===== config.mk =====
export PLATFORM = sky130hd
export DESIGN_NAME = padd_decode
export DESIGN_NICKNAME = d
export VERILOG_FILES = /design/src/rtl/padd_pkg.sv /design/src/rtl/padd_opcode_map.sv /design/src/rtl/padd_fault_rank.sv /design/src/rtl/padd_decode.sv
export SDC_FILE = /design/constraint.sdc
export NUM_CORES = 1
export LEC_CHECK = 0
export CORE_MARGIN = 2
export CORE_UTILIZATION = 28
export CTS_CLUSTER_SIZE = 16
export DETAILED_ROUTE_END_ITERATION = 10
export PLACE_DENSITY = 0.73
export SLEW_MARGIN = 0
export SYNTH_ARGS = -nofsm -noshare
export SYNTH_HDL_FRONTEND = slang
export SYNTH_SLANG_ARGS = --single-unit

===== constraint.sdc =====
create_clock -name clk -period 0.8 [get_ports clk]
set_input_delay 0.2 -clock clk [delete_from_list [all_inputs] [get_ports clk]]
set_output_delay 0.2 -clock clk [all_outputs]
set_load 0.05 [all_outputs]

===== src/rtl/padd_pkg.sv =====
package padd_pkg;
  typedef enum logic [1:0] {
    LANE_B8  = 2'd0,
    LANE_H16 = 2'd1,
    LANE_W32 = 2'd2
  } lane_e;

  typedef enum logic [2:0] {
    FLT_NONE = 3'd0,
    FLT_UD   = 3'd1,
    FLT_NM   = 3'd2,
    FLT_MF   = 3'd3,
    FLT_GP   = 3'd4,
    FLT_AC   = 3'd5
  } fault_e;

  localparam int NUM_FAULTS = 5;
endpackage


===== src/rtl/padd_opcode_map.sv =====
module padd_opcode_map #(
  parameter int          OPW       = 8,
  parameter logic [7:0]  ESC_CODE  = 8'h0F,
  parameter logic [7:0]  OP_BASE   = 8'hFC,
  parameter int          NUM_LANES = 3
) (
  input  logic [OPW-1:0] esc_byte,
  input  logic [OPW-1:0] op_byte,
  output logic           recog,
  output logic [1:0]     lane
);
  logic [NUM_LANES-1:0] hit;

  genvar gi;
  generate
    for (gi = 0; gi < NUM_LANES; gi++) begin : g_lane
      localparam logic [OPW-1:0] CODE = OPW'(OP_BASE) + OPW'(gi);
      assign hit[gi] = (op_byte == CODE);
    end
  endgenerate

  always_comb begin
    lane = 2'd0;
    for (int i = 0; i < NUM_LANES; i++) begin
      if (hit[i]) lane = 2'(i);
    end
  end

  assign recog = (esc_byte == OPW'(ESC_CODE)) && (|hit);
endmodule


===== src/rtl/padd_fault_rank.sv =====
module padd_fault_rank
  import padd_pkg::*;
#(
  parameter int ADDR_W      = 4,
  parameter int WIDE_ALIGN  = 4,
  parameter int NARROW_ALIGN = 3
) (
  input  logic              wide,
  input  logic              lock_pfx,
  input  logic              cr_em,
  input  logic              cr_ts,
  input  logic              cr_osfxsr,
  input  logic              has_sse2,
  input  logic              x87_pend,
  input  logic              mem_op,
  input  logic [ADDR_W-1:0] addr_lo,
  input  logic              ac_en,
  input  logic              cpl3,
  output fault_e            code
);
  localparam logic [ADDR_W-1:0] WIDE_MASK   = ADDR_W'((1 << WIDE_ALIGN) - 1);
  localparam logic [ADDR_W-1:0] NARROW_MASK = ADDR_W'((1 << NARROW_ALIGN) - 1);

  // cond[k] is the raw condition for fault code k+1
  logic [NUM_FAULTS-1:0] cond;

  always_comb begin
    cond[0] = lock_pfx || cr_em || (wide && (!cr_osfxsr || !has_sse2));
    cond[1] = cr_ts;
    cond[2] = !wide && x87_pend;
    cond[3] = wide && mem_op && ((addr_lo & WIDE_MASK) != '0);
    cond[4] = !wide && mem_op && ac_en && cpl3 && ((addr_lo & NARROW_MASK) != '0);
  end

  // scan from lowest to highest priority so the highest one wins
  always_comb begin
    code = FLT_NONE;
    for (int k = NUM_FAULTS - 1; k >= 0; k--) begin
      if (cond[k]) code = fault_e'(k + 1);
    end
  end

  always_comb begin
    if (lock_pfx) begin
      p_lock_ud_r3: assert (code == FLT_UD);
    end
    if (!wide) begin
      p_narrow_no_gp_r7: assert (code != FLT_GP);
    end
  end
endmodule


===== src/rtl/padd_decode.sv =====
module padd_decode
  import padd_pkg::*;
#(
  parameter int         OPW    = 8,
  parameter int         ADDR_W = 4,
  parameter logic [7:0] ESC    = 8'h0F,
  parameter logic [7:0] OPB    = 8'hFC
) (
  input  logic              clk,
  input  logic              rst_n,
  input  logic              in_valid,
  input  logic              pfx_wide,
  input  logic [OPW-1:0]    esc_byte,
  input  logic [OPW-1:0]    op_byte,
  input  logic              lock_pfx,
  input  logic              cr_em,
  input  logic              cr_ts,
  input  logic              cr_osfxsr,
  input  logic              has_sse2,
  input  logic              x87_pend,
  input  logic              mem_op,
  input  logic [ADDR_W-1:0] addr_lo,
  input  logic              ac_en,
  input  logic              cpl3,
  output logic              out_valid,
  output logic              dec_ok,
  output logic [1:0]        lane_sz,
  output logic              wide_op,
  output logic [2:0]        fault
);
  // reset synchronizer: assert asynchronously, release on the clock
  logic [1:0] rst_pipe;
  logic       rst_q;
  always_ff @(posedge clk or negedge rst_n) begin
    if (!rst_n) rst_pipe <= 2'b00;
    else        rst_pipe <= {rst_pipe[0], 1'b1};
  end
  assign rst_q = rst_pipe[1];

  logic       recog;
  logic [1:0] lane_c;
  fault_e     rank_c;

  padd_opcode_map #(.OPW(OPW), .ESC_CODE(ESC), .OP_BASE(OPB), .NUM_LANES(3)) u_map (
    .esc_byte (esc_byte),
    .op_byte  (op_byte),
    .recog    (recog),
    .lane     (lane_c)
  );

  padd_fault_rank #(.ADDR_W(ADDR_W), .WIDE_ALIGN(4), .NARROW_ALIGN(3)) u_rank (
    .wide      (pfx_wide),
    .lock_pfx  (lock_pfx),
    .cr_em     (cr_em),
    .cr_ts     (cr_ts),
    .cr_osfxsr (cr_osfxsr),
    .has_sse2  (has_sse2),
    .x87_pend  (x87_pend),
    .mem_op    (mem_op),
    .addr_lo   (addr_lo),
    .ac_en     (ac_en),
    .cpl3      (cpl3),
    .code      (rank_c)
  );

  logic       ok_d, wide_d;
  logic [1:0] lane_d;
  logic [2:0] fault_d;

  always_comb begin
    fault_d = recog ? 3'(rank_c) : 3'(FLT_NONE);
    ok_d    = recog && (rank_c == FLT_NONE);
    lane_d  = recog ? lane_c : 2'd0;
    wide_d  = pfx_wide;
  end

  always_ff @(posedge clk or negedge rst_q) begin
    if (!rst_q) begin
      out_valid <= 1'b0;
      dec_ok    <= 1'b0;
      lane_sz   <= 2'd0;
      wide_op   <= 1'b0;
      fault     <= 3'd0;
    end else begin
      out_valid <= in_valid;
      if (in_valid) begin
        dec_ok  <= ok_d;
        lane_sz <= lane_d;
        wide_op <= wide_d;
        fault   <= fault_d;
      end
    end
  end

  p_strobe_r11: assert property (@(posedge clk) disable iff (!rst_q)
    in_valid |=> out_valid);
  p_no_strobe_r11: assert property (@(posedge clk) disable iff (!rst_q)
    !in_valid |=> (!out_valid && $stable(fault) && $stable(dec_ok)));
  p_ok_clean_r10: assert property (@(posedge clk) disable iff (!rst_q)
    dec_ok |-> (fault == 3'd0));
  p_unknown_quiet_r10: assert property (@(posedge clk) disable iff (!rst_q)
    (in_valid && (esc_byte != OPW'(ESC))) |=> (!dec_ok && fault == 3'd0));
  p_ts_nm_r5: assert property (@(posedge clk) disable iff (!rst_q)
    (in_valid && recog && cr_ts && !lock_pfx && !cr_em && !pfx_wide) |=> (fault == 3'd2));
  p_wide_follows_r2: assert property (@(posedge clk) disable iff (!rst_q)
    in_valid |=> (wide_op == $past(pfx_wide)));
endmodule


==> impl_metrics.csv, run 1 <==
group,metric,value,unit
finish,syn2layout_area_growth,138,%
cts,cts_tree,"yes",
finish,stdcell_count,122,
global_route,gr-total-overflow,0,
setup_path,regToRegSetupSlack,-0.07,ns
drt,wl_per_cell,13.2,um
global_route,grt_max_degree,9,
sta,slew_viol_final,0,
logic_synthesis,ys_seq_area_frac,0.496,
drt,drc,0,
pwr,p_leak,0.000645,uW
logic_synthesis,synth_fa_ha_area_frac,0,
setup_path,worstPathRequired,1.01,ns
outcome,violations,"setup timing",
setup_path,crit_cells,6,
logic_synthesis,synth_xor_area_frac,0,
sta,setup_tns,-3.99,ns
floorplanning,die-area,2160,um2
finish,nets,131,
job,drv_cap,0,
drt,vias,568,
drt,via_per_inst,4.66,
sta,setup_violations,15,
sta,post-route-period-util,1.45,
logic_synthesis,synth_nets,77,
setup_path,endpoint,"fault[1]",
setup_path,worstPathCellList,"buf_6 > or4b_4 > nor4_4 > buf_4 > nand3_2 > o2bb2ai_2",
finish,drive_gt1_frac,0.474,
cts,insertion_delay,0.28,ns
finish,final_cell_mix,"dlymetal6s2s_1, buf_4, clkdlybuf4s50_1, buf_12",
setup_path,worstPathMaxFanout,5,
floorplanning,pin_count,41,
finish,diodes,0,
finish,final_util,0.704,
global_route,grt_pass1_vias,573,
sta,max_freq,864,MHz
setup_path,worst-r2r-cell-count,2,
placed_design,dp_hpwl,1.26,mm
drt,drt-pass1-iter-count,1,
placed_design,dp_slack,-1.01,ns
sta,fin_ws,-0.358,ns
outcome,outcome,"finished, violations left",
logic_synthesis,postSynthCellCount,44,
cts,clk_pin_slew,0.07,ns
floorplanning,die_h,46.4,um
setup_path,cp_num_buf_inv,2,
logic_synthesis,synth.mux.area_fraction,0.0223,
placed_design,gp_congestion,0.647,
setup_path,cp_top_family,"simple AND/OR/NAND/NOR gates",
cts,htreeDepth,1,
cts,clock_sinks,10,
setup_path,critical_path_class,"input port to flop",
setup_path,worst_setup_path_start_kind,"input port",
cts,cts_buffer_depth,2,
logic_synthesis,synth_cell_type_count,23,
floorplanning,die_width,46.4,um
logic_synthesis,synth-simple-area-share,0.263,
hold_path,min_path_type,"input port to async pin",
placed_design,io_buffers,40,
global_route,gr-usage-all-layers,0.179,
logic_synthesis,ys.warnings.count,0,
drt,ant_nets,0,
cts,root_buffer,"clkbuf_4",
sta,hold_viol,0,
pwr,power_density,1090,nW/um2
sta,skew,0.00474,ns
logic_synthesis,syn_area_per_cell,11.5,um2
global_route,antenna_found_initial,0,
setup_path,r2r-end,"fault[0]",
logic_synthesis,synth_area,504,um2
global_route,grt_pass1_wl,2.50,mm
drt,dr.first_iter.drc_count,0,
placed_design,placed_cells,115,
cts,postCtsHoldBufs,0,
setup_path,cp_data_arrival_time,1.37,ns
setup_path,end_kind,"flop",
pwr,ir_drop,0.000748,V
sta,fin_crit,1.16,ns
floorplanning,core_area,1710,um2
logic_synthesis,synth_top_family_by_area,"simple AND/OR/NAND/NOR gates",
setup_path,crit_start,"esc_byte[6]",
sta,rsz0062_at_grt,"true",
floorplanning,row_count,15,
logic_synthesis,synth_seq_cells,10,
setup_path,slowest_delay,0.53,ns
cts,numCtsBuffers,3,
setup_path,crit_slowest_cell,"or4b_4",
logic_synthesis,synth_compound_area_frac,0.166,
floorplanning,start_util,0.295,
setup_path,regToRegStartpoint,"fault[0]",
finish,final_common_cell,"dlymetal6s2s_1",
drt,wirelength,1.61,mm
pwr,finalPower,1310,uW
## per-layer routing
metal  global-route usage  up-vias  part of all wire
met1                0.167      270              0.31
li1                     -      269                 -
met4                0.120        0             0.030
met2                0.317       24              0.59
met5                    0        -                 0
met3               0.0706        5             0.063
## power breakdown
group	internal, uW	switching (uW)	total, uW
combinational	193	119	312
clock	277	187	464
sequential	519	15.3	534
## how the worst min path moves through the flow
stage | startpoint | to | slack, ns | cells past startpoint
3_3_place_gp | rst_pipe[1] | out_valid | 0.13 | 0
2_1_floorplan | rst_n | rst_pipe[0] | -0.1 | 0
4_1_cts | rst_n | rst_pipe[0] | 0.08 | 1
6_report | rst_n | rst_pipe[0] | 0.08 | 1
5_1_grt | rst_n | rst_pipe[0] | 0.09 | 1
3_5_place_dp | rst_pipe[1] | dec_ok | 0.14 | 0
## sequential cells by signal, summed over array words and instances, names as in the netlist
name and cells:
fault 3, out_valid 1, wide_op 1, rst_pipe 2
dec_ok 1, lane_sz 2
## cells by family (layout without fill, tap and decap cells)
| kind of cell | Yosys count | in the layout |
|---|---|---|
| mux | 1 | 1 |
| other cells | 1 | 1 |
| compound gates | 12 | 12 |
| simple gates | 14 | 14 |
| buf+inv | 6 | 59 |
| flops | 10 | 10 |
## worst register-to-register path, cell delays in order (launching register included)
cell and delay [ns]:
dfrtp_2 0.43, buf_4 0.13, a32o_1 0.20
## what timing repair did
| item | CTS | global route |
|---|---|---|
| setup endpoints to repair | 15 | 15 |
| setup buffers | 1 | 2 |
| pin swaps | 10 | 13 |
| gates resized for setup | 18 | 28 |
## synthesized netlist by cell type, drive strengths merged
cell type	number	area, um2
o21ai	2	10.0
dfrtp	10	250
nand4	2	25.0
o311a	1	10.0
o22ai	2	12.5
nand2	3	11.3
mux2	1	11.3
and2	1	6.26
a21oi	2	10.0
o21bai	1	7.51
inv	6	22.5
a32o	1	10.0
or4b	1	13.8
nand3	2	10.0
nand3b	2	15.0
o31ai	1	7.51
o2bb2ai	1	8.76
nand4b	1	23.8
conb	1	3.75
nor4	2	27.5
a211oi	1	7.51
## area by class of cell
class,instances,area [um2]
timing repair buffer,49,572
fill,120,505
multi-input combinational,28,284
sequential,10,256
clock buffer,4,36.3
tap,25,31.3
inverter,6,22.5
## per-stage QoR
| stage | cell area (um2) | hold slack [ns] |
|---|---|---|
| after floorplan | 514 | -0.0956 |
| after global placement | 1070 | 0.135 |
| after detailed placement | 1070 | 0.139 |
| after CTS | 1120 | 0.0775 |
| after global routing | 1200 | 0.0904 |
| final | 1200 | 0.0835 |
Note: power is estimated with default switching activity, not from simulation.
==> run 2: changes to the inputs <==
--- a/config.mk
+++ b/config.mk
@@ -5,11 +5,12 @@
 export SDC_FILE = /design/constraint.sdc
 export NUM_CORES = 1
 export LEC_CHECK = 0
-export CORE_MARGIN = 2
-export CORE_UTILIZATION = 28
+export CORE_AREA = 2 2 39 41
 export CTS_CLUSTER_SIZE = 16
 export DETAILED_ROUTE_END_ITERATION = 10
-export PLACE_DENSITY = 0.73
+export DIE_AREA = 0 0 41 43
+export DONT_BUFFER_PORTS = 1
+export PLACE_DENSITY = 0.6
 export SLEW_MARGIN = 0
 export SYNTH_ARGS = -nofsm -noshare
 export SYNTH_HDL_FRONTEND = slang
==> run 2 against run 1 <==
First-iteration DRC count is 6 higher; non-clock buffer count fell by 31; sequential power hardly changed; critical endpoint is now lane_sz[0]; register-to-register slack worse by 0.03 ns; die area decreased by 18%; final area down 32%; the flow still finishes with violations (setup timing); maximum frequency rose by 4.8%; via count fell by 22%; count of clock-buffer cells in the layout unchanged; hold slack got worse by 0.074 ns; cell count decreased by 33%; routed wire length down 29%.
==> impl_metrics.csv, run 2 (synthesis results as in run 1) <==
group,metric,value,unit
outcome,outcome,"finished, violations left",
outcome,violations,"setup timing",
finish,largest-register,"fault",
global_route,grt_pass1_vias,439,
setup_path,worst_setup_path_start_kind,"input port",
setup_path,worstPathCellList,"or4b_4 > nor4_4 > buf_4 > nand3b_1 > o21ai_1",
finish,largest_reg_flops,3,
floorplanning,core_area,1380,um2
finish,syn2layout_area_growth,61.3,%
hold_path,min_path_type,"input port to flop",
sta,setup_violations,15,
hold_path,hold_start,"in_valid",
sta,fin_ws,-0.305,ns
drt,drt-pass1-iter-count,3,
global_route,grt_pass1_wl,1.77,mm
sta,slew_viol_final,0,
drt,ant_nets,0,
cts,numCtsBuffers,3,
floorplanning,die_h,43,um
finish,final_util,0.588,
sta,hold_viol,0,
drt,drc,0,
global_route,gr-usage-all-layers,0.159,
global_route,grt_max_degree,9,
sta,fin_crit,1.10,ns
finish,drive_gt1_frac,0.515,
finish,diodes,0,
floorplanning,die_width,41,um
drt,wirelength,1.14,mm
finish,nets,100,
finish,top_regs,"fault x3, lane_sz x2, rst_pipe x2",
job,drv_cap,0,
pwr,power_density,1380,nW/um2
setup_path,critical_path_class,"input port to flop",
setup_path,worstPathRequired,1.00,ns
setup_path,regToRegStartpoint,"wide_op",
setup_path,crit_start,"esc_byte[4]",
floorplanning,die-area,1760,um2
setup_path,worstPathMaxFanout,4,
placed_design,dp_slack,-0.562,ns
global_route,antenna_found_initial,0,
finish,register_area,256,um2
cts,cts_buffer_depth,2,
drt,via_per_inst,5.41,
floorplanning,start_util,0.364,
cts,cts_tree,"yes",
cts,clk_pin_slew,0.07,ns
setup_path,cp_data_arrival_time,1.30,ns
sta,rsz0062_at_grt,"true",
global_route,gr-total-overflow,0,
placed_design,gp_congestion,0.732,
floorplanning,pin_count,41,
placed_design,dp_hpwl,893,um
placed_design,dpl_cell_area,689,um2
drt,wl_per_cell,13.9,um
floorplanning,row_count,14,
sta,skew,0.00116,ns
drt,vias,444,
sta,post-route-period-util,1.38,
drt,dr.first_iter.drc_count,6,
setup_path,slowest_delay,0.53,ns
finish,fillCellCount,123,
finish,layout.cell_area.non_filler,813,um2
cts,root_buffer,"clkbuf_4",
sta,setup_tns,-3.59,ns
finish,final_cell_mix,"buf_12, buf_4, inv_1, dfrtp_1, dfrtp_2",
cts,insertion_delay,0.27,ns
cts,clock_sinks,10,
sta,max_freq,905,MHz
cts,htreeDepth,1,
pwr,p_leak,0.000367,uW
setup_path,end_kind,"flop",
placed_design,io_buffers,0,
finish,multi_input_area,243,um2
pwr,ir_drop,0.000634,V
sta,whs,0.00926,ns
setup_path,crit_slowest_cell,"or4b_4",
run 2: changes by cell type in the layout (fill, tap and decap cells not counted), sizes merged:
cell | before | now
dlymetal6s2s | 17 | 0
clkdlybuf4s15 | 2 | 0
buf | 20 | 16
clkbuf | 6 | 4
clkdlybuf4s50 | 8 | 0
dlygate4sd3 | 0 | 2
run 2: path summary, 6_finish.rpt:
kind | slack [ns] | end | cells after the start
hold / removal | 0.009 | lane_sz[1] | 1
min in group asynchronous | 0.15 | fault[2] | 0
setup / recovery | -0.30 | lane_sz[0] | 5
max in group asynchronous | 0.37 | fault[0] | 0
setup reg to reg | -0.10 | wide_op | 2
hold reg to reg | 0.15 | fault[2] | 0
run 2: area by class of cell:
| cell class | instances | share of cell area |
|---|---|---|
| multi-input combinational | 28 | 0.298 |
| sequential | 10 | 0.315 |
| clock buffer | 4 | 0.0446 |
| tap | 16 | 0.0246 |
| timing repair buffer | 18 | 0.289 |
| inverter | 6 | 0.0277 |
run 2: per-layer routing:
layer | vias up | wire length (um) | GRT usage | part of all wire
met5 | - | 0 | 0 | 0
met4 | 0 | 27 | 0.127 | 0.024
met3 | 4 | 86 | 0.0628 | 0.076
met2 | 25 | 597 | 0.222 | 0.52
met1 | 206 | 428 | 0.181 | 0.38
li1 | 209 | - | - | -
run 2: stage by stage:
stage | std cells | power (uW)
final | 82 | 1130
after CTS | 79 | 1110
after global routing | 82 | 1180
after global placement | 69 | 646
after detailed placement | 69 | 649
after floorplan | 44 | 616
run 2: worst max-delay path, delay by kind of cell:
family | cells | cell delay [ns]
compound gates | 1 | 0.07
simple gates | 3 | 0.85
buf+inv | 1 | 0.18
run 2: where the power goes:
group / switching (uW) / leakage (uW) / internal (uW) / total [uW]
registers: 15.7 / 0.000123 / 519 / 535
logic: 60.6 / 0.000223 / 70.0 / 131
clock network: 184 / 0.0000210 / 276 / 460
total: 260 / 0.000367 / 865 / 1130
run 2: repair_timing:
item                       in CTS  in global routing
hold buffers                    2                  0
hold endpoints to repair        3                  0
setup endpoints to repair      14                 15
pin swaps                       2                  0
setup buffers                   4                  3
gates resized for setup         2                  2
